`config.mk`:
```
export PLATFORM = sky130hd
export DESIGN_NAME = bdl_walker
export DESIGN_NICKNAME = d
export VERILOG_FILES = /design/src/rtl/bdl_walker.sv
export SDC_FILE = /design/constraint.sdc
export NUM_CORES = 1
export LEC_CHECK = 0
export CORE_UTILIZATION = 50
export CTS_CLUSTER_DIAMETER = 200
export DETAILED_ROUTE_END_ITERATION = 10
export DONT_BUFFER_PORTS = 1
export PLACE_DENSITY = 0.77
export SLEW_MARGIN = 40
export SYNTH_ARGS = -nofsm -noshare
export SYNTH_HDL_FRONTEND = slang
export SYNTH_SLANG_ARGS = --single-unit
export TNS_END_PERCENT = 20
```
`constraint.sdc`:
```
create_clock -name clk -period 4.65 [get_ports clk]
set_input_delay 0.93 -clock clk [delete_from_list [all_inputs] [get_ports clk]]
set_output_delay 0.93 -clock clk [all_outputs]
set_load 0.01 [all_outputs]
```
`src/rtl/bdl_walker.sv`:
```
module bdl_walker #(
  parameter int AW         = 64,
  parameter int LW         = 32,
  parameter int IW         = 8,
  parameter int FIFO_BYTES = 16
) (
  input  logic          clk,
  input  logic          rst_n,
  input  logic          start,
  input  logic          resume,
  input  logic [AW-1:0] list_base,
  input  logic [IW-1:0] start_idx,
  input  logic [LW-1:0] req_bytes,
  output logic          busy,
  output logic          done,
  output logic          not_found,
  output logic          xfer_err,
  output logic          desc_complete,
  output logic          irq_needed,
  output logic [LW-1:0] xfer_bytes,
  output logic [IW-1:0] cur_index,
  output logic          mem_req,
  output logic [AW-1:0] mem_addr,
  output logic [$clog2(FIFO_BYTES+1)-1:0] mem_len,
  input  logic          mem_ack,
  input  logic          mem_err,
  input  logic [31:0]   mem_rdata
);
  localparam int CW         = $clog2(FIFO_BYTES+1);
  localparam int DESC_BYTES = 16;

  typedef enum logic [1:0] {S_IDLE, S_FETCH, S_XFER, S_DONE} st_t;
  st_t st;

  logic [AW-1:0] base_q, buf_q;
  logic [IW-1:0] idx_q, cur_q;
  logic [1:0]    word_q;
  logic [LW-1:0] req_q, len_q, off_q, rem_q, moved_q;
  logic          ioc_q, valid_q, nf_q, err_q;
  logic [LW-1:0] chunk, left;

  function automatic logic [LW-1:0] lmin(input logic [LW-1:0] a, input logic [LW-1:0] b);
    return (a < b) ? a : b;
  endfunction

  assign left     = len_q - off_q;
  assign chunk    = (rem_q > LW'(FIFO_BYTES)) ? LW'(FIFO_BYTES) : rem_q;
  assign mem_req  = (st == S_FETCH) || (st == S_XFER && rem_q != '0);
  assign mem_addr = (st == S_FETCH) ? base_q + AW'(idx_q) * AW'(DESC_BYTES) + (AW'(word_q) << 2)
                                    : buf_q + AW'(off_q);
  assign mem_len  = (st == S_FETCH) ? CW'(4) : chunk[CW-1:0];

  assign busy          = (st == S_FETCH) || (st == S_XFER);
  assign done          = (st == S_DONE);
  assign not_found     = done && nf_q;
  assign xfer_err      = done && err_q;
  assign desc_complete = done && valid_q && (len_q == '0 || off_q >= len_q);
  assign irq_needed    = desc_complete && ioc_q;
  assign xfer_bytes    = moved_q;
  assign cur_index     = cur_q;

  always_ff @(posedge clk or negedge rst_n) begin
    if (!rst_n) begin
      st <= S_IDLE;
      base_q <= '0; buf_q <= '0; idx_q <= '0; cur_q <= '0; word_q <= '0;
      req_q <= '0; len_q <= '0; off_q <= '0; rem_q <= '0; moved_q <= '0;
      ioc_q <= 1'b0; valid_q <= 1'b0; nf_q <= 1'b0; err_q <= 1'b0;
    end else begin
      case (st)
        S_IDLE: if (start) begin
          nf_q <= 1'b0;
          err_q <= 1'b0;
          moved_q <= '0;
          req_q <= req_bytes;
          if (resume) begin
            rem_q <= valid_q ? lmin(req_bytes, left) : '0;
            st <= S_XFER;
          end else begin
            valid_q <= 1'b0;
            base_q <= list_base;
            idx_q <= start_idx;
            word_q <= '0;
            if (list_base == '0) begin
              nf_q <= 1'b1;
              st <= S_DONE;
            end else begin
              st <= S_FETCH;
            end
          end
        end
        S_FETCH: if (mem_ack) begin
          if (mem_err) begin
            err_q <= 1'b1;
            st <= S_DONE;
          end else begin
            word_q <= word_q + 2'd1;
            case (word_q)
              2'd0: buf_q[31:0] <= mem_rdata;
              2'd1: buf_q[AW-1:32] <= mem_rdata[AW-33:0];
              2'd2: len_q <= LW'(mem_rdata);
              default: begin
                ioc_q <= mem_rdata[0];
                off_q <= '0;
                valid_q <= 1'b1;
                cur_q <= idx_q;
                rem_q <= lmin(req_q, len_q);
                st <= S_XFER;
              end
            endcase
          end
        end
        S_XFER: begin
          if (rem_q == '0) st <= S_DONE;
          else if (mem_ack) begin
            if (mem_err) begin
              err_q <= 1'b1;
              st <= S_DONE;
            end else begin
              off_q <= off_q + chunk;
              moved_q <= moved_q + chunk;
              rem_q <= rem_q - chunk;
            end
          end
        end
        default: st <= S_IDLE;
      endcase
    end
  end

  assert_fetch_base_R2: assert property (@(posedge clk) disable iff (!rst_n)
    (st == S_FETCH) |-> (base_q != '0));

  assert_chunk_limit_R6: assert property (@(posedge clk) disable iff (!rst_n)
    (st == S_XFER && mem_req) |-> (mem_len != '0 && LW'(mem_len) <= LW'(FIFO_BYTES) && LW'(mem_len) <= rem_q));

  assert_clip_R5: assert property (@(posedge clk) disable iff (!rst_n)
    (st == S_XFER && valid_q) |-> (rem_q <= len_q - off_q));

  assert_progress_R5: assert property (@(posedge clk) disable iff (!rst_n)
    (st == S_XFER && mem_req && mem_ack && !mem_err) |=> (moved_q == $past(moved_q) + LW'($past(mem_len))));

  assert_off_range_R8: assert property (@(posedge clk) disable iff (!rst_n)
    valid_q |-> (off_q <= len_q));

  assert_irq_gate_R9: assert property (@(posedge clk) disable iff (!rst_n)
    irq_needed |-> desc_complete);

  assert_stop_on_err_R10: assert property (@(posedge clk) disable iff (!rst_n)
    (busy && mem_req && mem_ack && mem_err) |=> (done && xfer_err));

  assert_busy_start_R11: assert property (@(posedge clk) disable iff (!rst_n)
    (st == S_IDLE && start) |=> (busy || done));
endmodule

```
==> flow_metrics.py, run 1 <==
metrics = {
    "job": {
        "cap_violations": 0,
    },
    "floorplanning": {
        "rows": 79,
        "die_y_um": 221,
        "design.core.area_um2": 47000,
        "dieArea_um2": 48800,
        "initial_utilization_pct": 51.1,
        "ios": 258,
        "dieWidth_um": 221,
    },
    "clock_network": {
        "h-tree-depth": 2,
        "clk_latency_ns": 0.58,
        "clk_pin_slew_ns": 0.06,
        "cts_tree": "done",
        "hold_buffers": 0,
        "clock-sinks": 312,
        "cts_buffers": 39,
        "clockRootBuffer": "clkbuf_16",
        "clockBufferDepth": 3,
    },
    "outcome": {
        "violations": "setup timing",
        "status": "complete, but fails checks",
    },
    "critical_path": {
        "crit_path_start_kind": "register",
        "path_common_cell": "buf_6",
        "critPathMaxStageDelay_ns": 0.41,
        "cp_cell_sequence": "buf_6 > ha_4 > inv_2 > fa_2 > nor2b_1 > o21ai_2 > a21boi_2 > o31a_1 > o21ba_4 > a211o_4 > o41ai_4 > buf_6 > nor2_4 > xnor2_1 > mux2i_1 > buf_4",
        "worstPathArrival_ns": 3.88,
        "cp_num_buf_inv": 4,
        "path_delay_family": "compound AO/OA/AOI/OAI gates",
        "worstSetupEndpointType": "output pin",
        "crit_required_ns": 3.72,
        "path_class": "register to output pin",
        "crit_path_top_delay_cell": "dfrtp_1",
        "worst-path-max-fanout": 8,
    },
    "finish": {
        "nets": 3325,
        "multi_input_area_um2": 16300,
        "areaGrowthSynthToFinish_pct": 18.1,
        "regArea_um2": 7810,
        "fill_cells": 3860,
        "layout-drive-gt1-share_pct": 19.0,
    },
    "synth": {
        "syn_inst": 2761,
        "ys_seq_area_share_pct": 32.6,
        "synthArstFlopShare_pct": 100,
        "ys_seq_elements": 312,
        "synth_mux_area_share_pct": 8.98,
        "yosysUniqueCellTypes": 80,
        "synth-xor-area-share_pct": 7.12,
        "synth_compound_area_share_pct": 18.2,
        "synth-simple-area-share_pct": 18.6,
        "netlist_top_cells_area": "dfrtp_1 33%, ha_1 11%, mux2_2 7.2%",
        "synth_ff_type": "dfrtp_1",
        "netlist_area_um2": 24000,
        "synth_area_leader_cell": "dfrtp_1",
        "ys_warn_count": 0,
        "synth_commonest_cells": "455 x nand2_1, 312 x dfrtp_1, 207 x ha_1, 198 x o21ai_0, 154 x mux2_2",
        "synth_edf_count": 0,
        "syn_avg_cell_area_um2": 8.69,
        "synth_top_area_share_pct": 32.6,
        "yosysMostFrequentCell": "nand2_1",
        "synth_top_family_by_area": "simple AND/OR/NAND/NOR gates",
        "synth-adder-area-share_pct": 11.2,
    },
    "global_routing": {
        "grt_usage_pct": 31.6,
        "grt_pass1_vias": 21866,
        "grt_overflow": 0,
        "grt_max_degree": 313,
        "antenna_found_initial": 0,
        "grt_pass1_wl_um": 123000,
    },
    "route": {
        "drt_iter0_markers": 1978,
        "dr.pass1.iters": 5,
        "via_per_inst": 6.20,
        "wl_um": 79600,
        "wl_per_cell_um": 22.1,
        "via_count": 22383,
        "drc": 0,
        "ant_nets": 0,
    },
    "power": {
        "pwr-share-comb_pct": 63.2,
        "p_per_area_nw_per_um2": 800,
        "p_leak_nw": 13.4,
        "clkPwrFrac_pct": 14.2,
        "irDropWorstVdd_uv": 440,
        "swShare_pct": 47.9,
        "p_int_mw": 11.8,
        "p_switching_mw": 10.8,
        "seqPwrFrac_pct": 22.6,
        "fin_total_pwr_mw": 22.7,
    },
    "timing": {
        "layout_setup_ws_ns": -0.163,
        "fmax_ghz": 0.208,
        "max-slew-margin-rel_pct": 27.2,
        "rsz0062_at_grt": "yes",
        "fin_worst_skew_ns": 0.0231,
        "fin_crit_sh_pct": 104,
        "worst_pin_slew_ns": 1.09,
        "fin_setup_tns_ns": -1.97,
        "finalHoldViolCount": 0,
        "setup_violations": 25,
        "final-max-slew-violation-count": 0,
        "min_period_ns": 4.81,
    },
    "placement": {
        "dp_hpwl_um": 59800,
        "port_buffers": 0,
        "place.gp.congestion": 0.998,
    },
    "worst_hold_path": {
        "hp-class": "input port to async pin",
    },
}
[metrics by stage]
stage / hold slack (ns) / setup WS (ns) / instances / area, um2 / util, %
after detailed placement: 0.471 / -0.275 / 3500 / 25900 / 55.3
after global routing: 0.0574 / -0.219 / 3608 / 28300 / 60.3
after global placement: 0.456 / -0.177 / 3500 / 25900 / 55.2
final: 0.0655 / -0.163 / 3610 / 28300 / 60.3
after floorplan: 0.440 / 0.0398 / 2813 / 24200 / -
after CTS: 0.0463 / -0.287 / 3591 / 27800 / 59.2
[layout by cell type (no fill, tap or decap), types with 88 or more instances in the layout]
cell type	n
xnor2_1	102
dfrtp_1	311
inv_1	114
a21oi_1	139
o21ai_0	157
a21o_1	93
nor2_1	139
mux2_2	154
xor2_1	88
ha_1	193
nand2_1	453
buf_4	189
[metal layers]
layer	global-route usage (%)	share of wire, %
met2	50.9	46
met5	0	0
met4	12.5	3.9
met3	6.86	8.5
met1	41.4	42
[sequential cells by signal (all words and copies together), names as in the netlist]
signal and cells:
st 2, word_q 2, ioc_q 1, cur_index 8, idx_q 8, nf_q 1
base_q 64, rem_q 32, valid_q 1, err_q 1, req_q 32, buf_q 64
len_q 32, xfer_bytes 32, off_q 32
[kinds of logic after synthesis]
logic type      Yosys count
other cells               1
buf+inv                 206
flops                   312
compound gates          681
simple gates            958
xor+xnor                195
mux                     196
fa+ha+maj               212
[worst reg2reg max path: stages, from the launching register on]
cell and delay (ns):
dfrtp_1 0.41, buf_6 0.13, ha_4 0.15, fa_2 0.34, nand2b_4 0.16, a211oi_4 0.22
o41a_1 0.24, o211ai_1 0.21, o21a_1 0.26, a211oi_2 0.24, a31oi_1 0.11, xor2_1 0.23
ha_1 0.29, a21o_1 0.20, a21oi_2 0.16, o21ai_2 0.11, a211oi_2 0.22, a21o_2 0.29
buf_6 0.15, clkbuf_16 0.17, nor2_1 0.05, a21oi_1 0.12, o221ai_1 0.12
[area by class of cell]
cell class	count	area share, %
clock inverter	12	0.570
clock buffer	59	4.21
tap	607	2.68
timing repair buffer	205	5.80
inverter	118	1.56
sequential	312	27.6
multi-input combinational	2295	57.6
antenna	2	0.0177
[repair_timing]
action / in CTS / in global routing
resized for setup: 80 / 108
pin swaps: 36 / 89
gates cloned: 1 / 2
setup buffers: 19 / 18
hold endpoints to repair: 0 / 0
setup endpoints to repair: 83 / 88
[final timing paths]
| path | startpoint | endpoint | depth (start not counted) | slack (ns) |
|---|---|---|---|---|
| max | off_q[0] | mem_addr[42] | 16 | -0.16 |
| min | rst_n | cur_index[3] | 0 | 0.07 |
| max reg2reg | off_q[0] | rem_q[0] | 22 | -0.04 |
| min reg2reg | base_q[0] | base_q[0] | 2 | 0.49 |
| max in group asynchronous | rst_n | xfer_bytes[29] | 0 | 3.70 |
| min in group clk | list_base[55] | base_q[55] | 2 | 0.46 |
[power groups by stage]
stage	combinational [mW]	clock [mW]	sequential [mW]
after floorplan	9.11	0	4.74
after global placement	12.4	0	5.01
after detailed placement	12.8	0	5.09
after CTS	13.3	3.25	5.07
after global routing	15.5	3.35	5.25
final	14.3	3.22	5.12
No activity file was read; power rests on OpenSTA's default activity.
==> inputs of run 2 (changes only) <==
CAP_MARGIN = 20   (was default)
==> results of run 2 <==
The final DEF is identical to that of run 1; final timing and power are the same.
